`config.mk`:
```
export PLATFORM = sky130hd
export DESIGN_NAME = env_rate_calc
export DESIGN_NICKNAME = d
export VERILOG_FILES = /design/src/rtl/erc_pkg.sv /design/src/rtl/erc_slot_seq.sv /design/src/rtl/erc_base_sel.sv /design/src/rtl/erc_keyscale.sv /design/src/rtl/env_rate_calc.sv
export SDC_FILE = /design/constraint.sdc
export NUM_CORES = 1
export LEC_CHECK = 0
export BUFFER_PORTS_ARGS = -buffer_cell sky130_fd_sc_hd__buf_2
export CORE_ASPECT_RATIO = 1.2
export CORE_MARGIN = 4
export CORE_UTILIZATION = 53
export DETAILED_ROUTE_END_ITERATION = 12
export PLACE_DENSITY = 0.84
export SLEW_MARGIN = 10
export SYNTH_ARGS = -nofsm -noshare
export SYNTH_HDL_FRONTEND = slang
export SYNTH_SLANG_ARGS = --single-unit
```
`constraint.sdc`:
```
create_clock -name clk -period 6.3 [get_ports clk]
set_clock_uncertainty 0.1 [all_clocks]
set_input_delay 1.26 -clock clk [delete_from_list [all_inputs] [get_ports clk]]
set_output_delay 1.26 -clock clk [all_outputs]
set_load 0.01 [all_outputs]
```
`src/rtl/erc_pkg.sv`:
```
package erc_pkg;

  typedef enum logic [1:0] {
    PH_ATTACK  = 2'd0,
    PH_DECAY   = 2'd1,
    PH_SUSTAIN = 2'd2,
    PH_RELEASE = 2'd3
  } env_phase_e;

endpackage

```
`src/rtl/erc_slot_seq.sv`:
```
module erc_slot_seq #(
  parameter int PERIOD      = 144,
  parameter int NUM_SLOTS   = 24,
  parameter int BANK0_SLOTS = 3,
  localparam int HALF   = PERIOD / 2,
  localparam int CYC_W  = $clog2(PERIOD),
  localparam int SLOT_W = $clog2(NUM_SLOTS)
) (
  input  logic              clk,
  input  logic              rst_n,
  output logic              upd_o,
  output logic [SLOT_W-1:0] slot_o,
  output logic              bank_o,
  output logic [SLOT_W-1:0] idx_o
);

  logic [CYC_W-1:0]  cyc_q;
  logic [SLOT_W-1:0] slot_q;

  // free-running position within one update period
  always_ff @(posedge clk) begin
    if (!rst_n) begin
      cyc_q <= '0;
    end else if (cyc_q == CYC_W'(PERIOD - 1)) begin
      cyc_q <= '0;
    end else begin
      cyc_q <= cyc_q + 1'b1;
    end
  end

  // two visits per period: at its start and at its midpoint
  assign upd_o = (cyc_q == '0) || (cyc_q == CYC_W'(HALF));

  // round-robin slot pointer, moves on after every visit
  always_ff @(posedge clk) begin
    if (!rst_n) begin
      slot_q <= '0;
    end else if (upd_o) begin
      if (slot_q == SLOT_W'(NUM_SLOTS - 1)) slot_q <= '0;
      else                                  slot_q <= slot_q + 1'b1;
    end
  end

  assign slot_o = slot_q;

  generate
    if (BANK0_SLOTS > 0) begin : g_two_banks
      assign bank_o = (slot_q >= SLOT_W'(BANK0_SLOTS));
      assign idx_o  = bank_o ? (slot_q - SLOT_W'(BANK0_SLOTS)) : slot_q;
    end else begin : g_one_bank
      assign bank_o = 1'b1;
      assign idx_o  = slot_q;
    end
  endgenerate

endmodule

```
`src/rtl/erc_base_sel.sv`:
```
module erc_base_sel #(
  parameter int BASE_W = 5
) (
  input  logic [1:0]        phase_i,
  input  logic [BASE_W-1:0] atk_i,
  input  logic [BASE_W-1:0] dec_i,
  input  logic [BASE_W-1:0] sus_i,
  input  logic [BASE_W-2:0] rel_i,
  output logic [BASE_W-1:0] base_o
);
  import erc_pkg::*;

  env_phase_e ph;
  assign ph = env_phase_e'(phase_i);

  always_comb begin
    unique case (ph)
      PH_ATTACK:  base_o = atk_i;
      PH_DECAY:   base_o = dec_i;
      PH_SUSTAIN: base_o = sus_i;
      PH_RELEASE: base_o = {rel_i, 1'b1};  // widened release is always odd
      default:    base_o = '0;
    endcase
  end

endmodule

```
`src/rtl/erc_keyscale.sv`:
```
module erc_keyscale #(
  parameter int BASE_W = 5,
  parameter int KC_W   = 5,
  parameter int RATE_W = 6,
  localparam int WIDE   = (KC_W > BASE_W + 1) ? KC_W : BASE_W + 1,
  localparam int SUM_W  = WIDE + 1,
  localparam int RATE_MAX = (1 << RATE_W) - 1
) (
  input  logic [BASE_W-1:0] base_i,
  input  logic [1:0]        ks_sel_i,
  input  logic [KC_W-1:0]   kc_i,
  output logic [RATE_W-1:0] rate_o
);

  logic [SUM_W-1:0] dbl;
  logic [SUM_W-1:0] term;
  logic [SUM_W-1:0] sum;
  logic [KC_W-1:0]  kc_sh;

  // larger key-scale setting means less right shift of the keycode
  assign kc_sh = kc_i >> (2'd3 - ks_sel_i);
  assign dbl   = SUM_W'({base_i, 1'b0});
  assign term  = SUM_W'(kc_sh);
  assign sum   = dbl + term;

  always_comb begin
    if (base_i == '0) begin
      rate_o = '0;
    end else if (sum > SUM_W'(RATE_MAX)) begin
      rate_o = RATE_W'(RATE_MAX);
    end else begin
      rate_o = sum[RATE_W-1:0];
    end
  end

endmodule

```
`src/rtl/env_rate_calc.sv`:
```
module env_rate_calc #(
  parameter int PERIOD      = 144,
  parameter int NUM_SLOTS   = 24,
  parameter int BANK0_SLOTS = 3,
  parameter int BASE_W      = 5,
  parameter int KC_W        = 5,
  parameter int RATE_W      = 6,
  localparam int SLOT_W = $clog2(NUM_SLOTS)
) (
  input  logic              clk,
  input  logic              rst_n,
  output logic [SLOT_W-1:0] slot_o,
  output logic              bank_o,
  output logic [SLOT_W-1:0] reg_idx_o,
  input  logic [1:0]        phase_i,
  input  logic [KC_W-1:0]   keycode_i,
  input  logic [1:0]        ks_sel_i,
  input  logic [BASE_W-1:0] atk_rate_i,
  input  logic [BASE_W-1:0] dec_rate_i,
  input  logic [BASE_W-1:0] sus_rate_i,
  input  logic [BASE_W-2:0] rel_rate_i,
  output logic [RATE_W-1:0] rate_o,
  output logic              rate_valid_o,
  input  logic              rate_ready_i
);

  logic              upd_w;
  logic [BASE_W-1:0] base_w;
  logic [RATE_W-1:0] eff_w;
  logic [RATE_W-1:0] rate_q;
  logic              valid_q;

  erc_slot_seq #(
    .PERIOD(PERIOD), .NUM_SLOTS(NUM_SLOTS), .BANK0_SLOTS(BANK0_SLOTS)
  ) u_seq (
    .clk(clk), .rst_n(rst_n), .upd_o(upd_w),
    .slot_o(slot_o), .bank_o(bank_o), .idx_o(reg_idx_o)
  );

  erc_base_sel #(.BASE_W(BASE_W)) u_base (
    .phase_i(phase_i), .atk_i(atk_rate_i), .dec_i(dec_rate_i),
    .sus_i(sus_rate_i), .rel_i(rel_rate_i), .base_o(base_w)
  );

  erc_keyscale #(.BASE_W(BASE_W), .KC_W(KC_W), .RATE_W(RATE_W)) u_ks (
    .base_i(base_w), .ks_sel_i(ks_sel_i), .kc_i(keycode_i), .rate_o(eff_w)
  );

  // output stage: a visit always loads; otherwise hold until handshake
  always_ff @(posedge clk) begin
    if (!rst_n) begin
      rate_q  <= '0;
      valid_q <= 1'b0;
    end else if (upd_w) begin
      rate_q  <= eff_w;
      valid_q <= 1'b1;
    end else if (valid_q && rate_ready_i) begin
      valid_q <= 1'b0;
    end
  end

  assign rate_o       = rate_q;
  assign rate_valid_o = valid_q;

endmodule

```
Word level (Yosys, flattened, before mapping)
Cells that the tools add are included.
{"block": "totals", "romBits": 0, "input_bits": 31, "latchBits": 0, "memories": 0, "regBits": 20, "mem_bits_rw": 0}
{"block": "op_classes", "n_shift": 1, "n_lt_le_gt_ge": 2, "mul": 0, "mux": 7, "addsub": 5, "n_div": 0, "eq_ne": 6, "n_bitwise": 1, "reduce_logical": 7}
{"operator": "$pmux 5 s4", "n": 1}
{"operator": "$mux 6", "n": 2}
{"operator": "$mux 5", "n": 2}
{"operator": "$add 8x1->8 const B", "n": 1}
{"operator": "$eq 8x7->1 const B", "n": 1}
{"operator": "$eq 8x8->1 const B", "n": 1}
{"operator": "$logic_not 8->1", "n": 1}
{"operator": "$add 6x5->7", "n": 1}
{"operator": "$gt 7x6->1 const B", "n": 1}
{"operator": "$add 5x1->5 const B", "n": 1}
{"operator": "$eq 5x5->1 const B", "n": 1}
{"operator": "$ge 5x2->1 const B", "n": 1}
{"operator": "$logic_not 5->1", "n": 1}
{"operator": "$shr 5x2->5", "n": 1}
{"operator": "$sub 5x2->5 const B", "n": 1}
{"operator": "$eq 2x2->1 const B", "n": 2}
{"operator": "$eq 2x1->1 const B", "n": 1}
{"operator": "$logic_not 2->1", "n": 1}
{"operator": "$mux 1", "n": 2}
{"operator": "$reduce_bool 2->1", "n": 1}
{"operator": "$reduce_or 2->1", "n": 1}
{"operator": "$sub 2x2->2 const A", "n": 1}
{"operator": "$logic_and 1x1->1", "n": 1}
{"operator": "$logic_or 1x1->1", "n": 1}
{"operator": "$not 1->1", "n": 1}

Logic depth before layout (Yosys ltp)
{"block": "logic_depth", "ltp_word": 6, "depth_mapped": 11, "mapped_depth_nobuf": 10}

Hierarchy
From an unflattened synthesis, not the netlist that was laid out.
{"block": "unflattened", "cells_unflattened": 166, "hier_area_um2": 1519.0}
{"mod": "erc_slot_seq", "cells_per_inst": 95, "seq_area_each_um2": 260.2, "area_each_um2": 802.0, "instances": 1}
{"mod": "erc_keyscale", "cells_per_inst": 41, "seq_area_each_um2": 0.0, "area_each_um2": 329.1, "instances": 1}
{"mod": "env_rate_calc", "cells_per_inst": 22, "seq_area_each_um2": 140.1, "area_each_um2": 262.8, "instances": 1}
{"mod": "erc_base_sel", "cells_per_inst": 8, "seq_area_each_um2": 0.0, "area_each_um2": 125.1, "instances": 1}

Least setup slack after synthesis
Ideal clock, no wire load.
{"block": "synth_path", "kind": "input to register", "start": "input ks_sel_i[0]", "end": "register rate_q[4], in the netlist rate_o[4]", "setup_time_ps": 69, "path_slack_ps": 2883, "n_path_buf": 1, "required_ps": 6131, "arrival_ps": 3248, "path_stages": 11, "path_cell_list": "clkbuf_1 -> mux2_2 -> nand2_1 -> o21a_1 -> inv_1 -> ha_1 -> a21o_1 -> a21oi_1 -> nor3_1 -> a311o_2 -> o21ai_1"}
{"block": "synth_between", "elab_chain_cells": 6}
{"element": "start: declaration", "line": "env_rate_calc.sv:17", "source": "input logic [1:0] ks_sel_i,"}
{"element": "$sub 2x2->2 (*)", "line": "erc_keyscale.sv:21", "source": "assign kc_sh = kc_i >> (2'd3 - ks_sel_i);"}
{"element": "$shr 5x2->5 (*)", "line": "erc_keyscale.sv:21"}
{"element": "$add 6x5->7 (*)", "line": "erc_keyscale.sv:24", "source": "assign sum = dbl + term;"}
{"element": "$gt 7x6->1", "line": "erc_keyscale.sv:29", "source": "end else if (sum > SUM_W'(RATE_MAX)) begin"}
{"element": "$mux 6 (*)", "line": "erc_keyscale.sv:29"}
{"element": "$mux 6 (*)", "line": "erc_keyscale.sv:27", "source": "if (base_i == '0) begin"}
{"element": "end signal: assignment", "line": "env_rate_calc.sv:55", "source": "rate_q <= eff_w;"}
{"element": "end: declaration", "line": "env_rate_calc.sv:30", "source": "logic [RATE_W-1:0] rate_q;"}
Mark *: on every way between the ends. The rest lies on a longest branch, timed or not.
A chain may end at the register's enable or synchronous reset.

Worst setup path in the final report
{"block": "layout_path", "start": "register u_seq.slot_q[0], in the netlist u_seq.slot_o[0]", "end": "output reg_idx_o[2]"}
{"block": "layout_between", "elab_chain_cells": 2}
{"element": "start: declaration", "line": "erc_slot_seq.sv:18", "source": "logic [SLOT_W-1:0] slot_q;"}
{"element": "start signal: assignment", "line": "erc_slot_seq.sv:40", "source": "else slot_q <= slot_q + 1'b1;"}
{"element": "$sub 5x2->5 or $ge 5x2->1 (tied branches)", "line": "erc_slot_seq.sv:49, erc_slot_seq.sv:48"}
{"element": "$mux 5 (*)", "line": "erc_slot_seq.sv:49", "source": "assign idx_o = bank_o ? (slot_q - SLOT_W'(BANK0_SLOTS)) : slot_q;"}
{"element": "end: declaration", "line": "env_rate_calc.sv:14", "source": "output logic [SLOT_W-1:0] reg_idx_o,"}
Marks and branches as above.

==> impl_summary.log <==
[metrics] initial core utilization: 55.2%
[metrics] worst-path cell with the longest stage delay: sky130_fd_sc_hd__dfxtp_1
[metrics] count of final setup violators: 0
[metrics] Leakage: 0.000792 µW
[metrics] post-synthesis simple-gate area fraction: 21.4%
[metrics] post-layout min period: 3.47 ns
[metrics] Synth Area in Adders: 8.52%
[metrics] worst-skew pair later-pin latency: 0.28 ns
[metrics] worst path cell trace: ha_1, or2_2, or3_1, a21o_1, a21boi_0, buf_2
[metrics] share of post-route cells with drive strength above 1: 30.5%
[metrics] total negative slack for setup checks: 0 ns
[metrics] overall via count from detail_route: 1293
[metrics] crit path setup slack, layout: 2.83 ns
[metrics] worst ir drop on vdd: 0.139 mV
[metrics] number of buffers added to fix hold violations after cts: 0
[metrics] count of nets after finishing: 245
[metrics] required arrival time at the worst endpoint: 4.94 ns
[metrics] Distinct cells, synth: 45
[metrics] die span in x: 55.1 µm
[metrics] number of placement rows: 20
[metrics] Routed WL per cell: 12.5 µm
[metrics] die area: 0.00355 mm²
[metrics] largest net degree at the start of global routing: 17
[metrics] Core Footprint: 0.00255 mm²
[metrics] clock transition at the registers of the reported paths: 0.10 ns
[metrics] EDFF count, synth: 0
[metrics] Compound-Gate Fraction of Synth Area: 17.8%
[metrics] Max-cap violations: 0
[metrics] initial antenna violation count: 0
[metrics] most frequent cells in the layout: sky130_fd_sc_hd__buf_2 (48), sky130_fd_sc_hd__dfxtp_1 (20), sky130_fd_sc_hd__nand2_1 (14), sky130_fd_sc_hd__nor2_1 (13), sky130_fd_sc_hd__mux2i_1 (9)
[metrics] Critical Path End Type: output pin
[metrics] number of CTS-inserted buffers: 3
[metrics] die span in y: 64.5 µm
[metrics] DRC violations left: 0
[metrics] pwr/cell area: 183 mW/mm²
[metrics] RSZ-0062 raised after global routing: false
[metrics] commonest non-fill, non-tap cell in the layout: sky130_fd_sc_hd__buf_2
[metrics] Clock Tree Buf Depth: 2
[metrics] Post-Route WL: 2950 µm
[metrics] kind of path behind the tightest hold check: flop to flop
[metrics] aggregate global-route resource usage: 18.8%
[metrics] H-tree level count: 1
[metrics] antenna-violating nets left: 0
[metrics] count of warnings emitted by yosys: 0
[metrics] total of flip-flops plus latches after synthesis: 20
[metrics] root cell of the clock tree: sky130_fd_sc_hd__clkbuf_4
[metrics] drt first pass iters: 4
[metrics] number of instances in the synthesized netlist: 159
[metrics] CP max FO: 10
[metrics] worst hold slack after final layout: 0.360 ns
[metrics] post-CTS setup buffer count: 0
[metrics] total number of clock tree sinks: 20
[metrics] Rel. slew slack: 60.6%
[metrics] sequential fraction of the synthesis area: 28.4%
[metrics] TritonCTS clock tree: yes
[metrics] final core utilization: 65.5%
[metrics] Mapped Area: 0.00141 mm²
[metrics] Slowest Stage Delay on Critical Path: 0.41 ns
[metrics] Resize count post-CTS: 0
[metrics] critical path launch point type: flop
[metrics] Final Power: 306 µW
[metrics] final count of hold timing violations: 0
[metrics] diodes inserted: 0
[metrics] setup slack after placement: 2.76 ns
[metrics] Avg Vias per Cell: 5.48
[metrics] final clock period utilization by the worst path: 55.1%
[metrics] Syn Nets: 199
[metrics] multiplexer share of the synthesized area: 13.8%
[metrics] transition time of the tightest slew-check pin: 0.590 ns
[metrics] Remaining Overflow, GRT: 0
[metrics] DRC violation total after the first TritonRoute iteration: 42
[metrics] via count of the first global-routing pass: 1227
[metrics] worst setup path category: flop to output pin
[metrics] dominant combinational cell family by area after synthesis: simple AND/OR/NAND/NOR gates
[metrics] outcome: finished, final reports clean
[metrics] post-detailed-placement half-perimeter wirelength: 2470 µm
[metrics] average cell area after synthesis: 8.87 µm²
[metrics] xor/xnor cell area share of the yosys netlist: 4.97%
[metrics] data arrival time at the worst-slack endpoint: 2.11 ns
[metrics] most used flip-flop cell after synthesis: sky130_fd_sc_hd__dfxtp_1
[metrics] number of placed I/O pins: 49
[metrics] area growth from synthesis to final layout: 18.6%
[metrics] fmax: 288 MHz
[metrics] fraction of registers with async set/reset: 0%
[metrics] Port Buf Inserts: 48
[metrics] global-route wire length before repair: 5020 µm
[metrics] pins over their slew limit: 0
[metrics] global placement routability congestion: 0.793
[metrics] count of filler cells inserted in the layout: 234
==> sequential cells by signal, summed over array words and instances (netlist names) <==
name and cells:
u_seq.slot_o 5, u_seq.cyc_q 8, rate_valid_o 1, rate_o 6
==> critical path: cells and delay by family, from the launching register on <==
family | cells | cell delay [ns]
simple gates | 2 | 0.71
flops | 1 | 0.41
compound gates | 2 | 0.30
fa+ha+maj | 1 | 0.26
buf+inv | 1 | 0.14
==> cells by family after synthesis <==
| family | after synthesis |
|---|---|
| buffers and inverters | 15 |
| XOR/XNOR | 8 |
| multiplexers | 14 |
| flip-flops | 20 |
| adder cells (fa/ha/maj) | 9 |
| AND/OR/NAND/NOR | 57 |
| AO/OA/AOI/OAI | 36 |
==> Yosys cell counts, types with 2 or more instances <==
cell type	number	area [µm²]
sky130_fd_sc_hd__buf_6	2	22.5
sky130_fd_sc_hd__mux2i_1	9	90.1
sky130_fd_sc_hd__o31ai_1	2	15.0
sky130_fd_sc_hd__nand3_1	6	30.0
sky130_fd_sc_hd__nor2b_1	5	31.3
sky130_fd_sc_hd__nor3_1	2	10.0
sky130_fd_sc_hd__o21ai_1	2	10.0
sky130_fd_sc_hd__or3_1	2	12.5
sky130_fd_sc_hd__o21ai_0	8	40.0
sky130_fd_sc_hd__and3_1	2	12.5
sky130_fd_sc_hd__a21boi_0	4	30.0
sky130_fd_sc_hd__o21a_1	4	30.0
sky130_fd_sc_hd__a21oi_1	4	20.0
sky130_fd_sc_hd__a21o_1	2	15.0
sky130_fd_sc_hd__nand3b_1	3	22.5
sky130_fd_sc_hd__nand2_1	14	52.6
sky130_fd_sc_hd__a21boi_1	2	15.0
sky130_fd_sc_hd__ha_1	8	100
sky130_fd_sc_hd__nor2_1	13	48.8
sky130_fd_sc_hd__mux4_2	3	67.6
sky130_fd_sc_hd__xor2_1	4	35.0
sky130_fd_sc_hd__and2_1	2	12.5
sky130_fd_sc_hd__xnor2_1	4	35.0
sky130_fd_sc_hd__dfxtp_1	20	400
sky130_fd_sc_hd__inv_1	8	30.0
sky130_fd_sc_hd__clkbuf_1	5	18.8
==> worst paths after layout <==
check                  start            to  slack [ns]  depth (start not counted)
max          u_seq.slot_o[0]  reg_idx_o[2]        2.83                          6
min                rate_o[3]     rate_o[3]        0.36                          2
max reg2reg   u_seq.cyc_q[3]     rate_o[5]        4.47                          4
min reg2reg        rate_o[3]     rate_o[3]        0.36                          2
==> metrics by stage <==
stage,instance area [µm²],cells
finish,1670,236
detailed placement,1650,233
CTS,1670,236
global placement,1650,233
global route,1670,236
floorplan,1410,159
==> cell type report <==
type	instances	area (µm²)	area share, %
clock buffers	3	22.5	1.35
inverters	8	30.0	1.80
multi-input cells	124	938	56.1
flip-flops and latches	20	400	23.9
well taps	33	41.3	2.47
repair buffers	48	240	14.4
==> routing by layer <==
layer  track usage [%]  part of all wire, %  routed length (µm)  up-vias
met5                 0                    0                   0        -
li1                  -                    -                   -      659
met3              3.91                  5.7                 169        6
met1              21.1                   39                1160      595
met4              6.69                  1.9                  57        0
met2              33.3                   53                1560       33
==> where the power goes <==
group          leakage (µW)  switching, µW  total, µW  internal [µW]
sequential         0.000164           9.11        146            137
clock             0.0000138           33.5       55.7           22.2
combinational      0.000614           54.0        104           50.4
total              0.000792           96.6        306            209
Note: power is estimated with default switching activity, not from simulation.
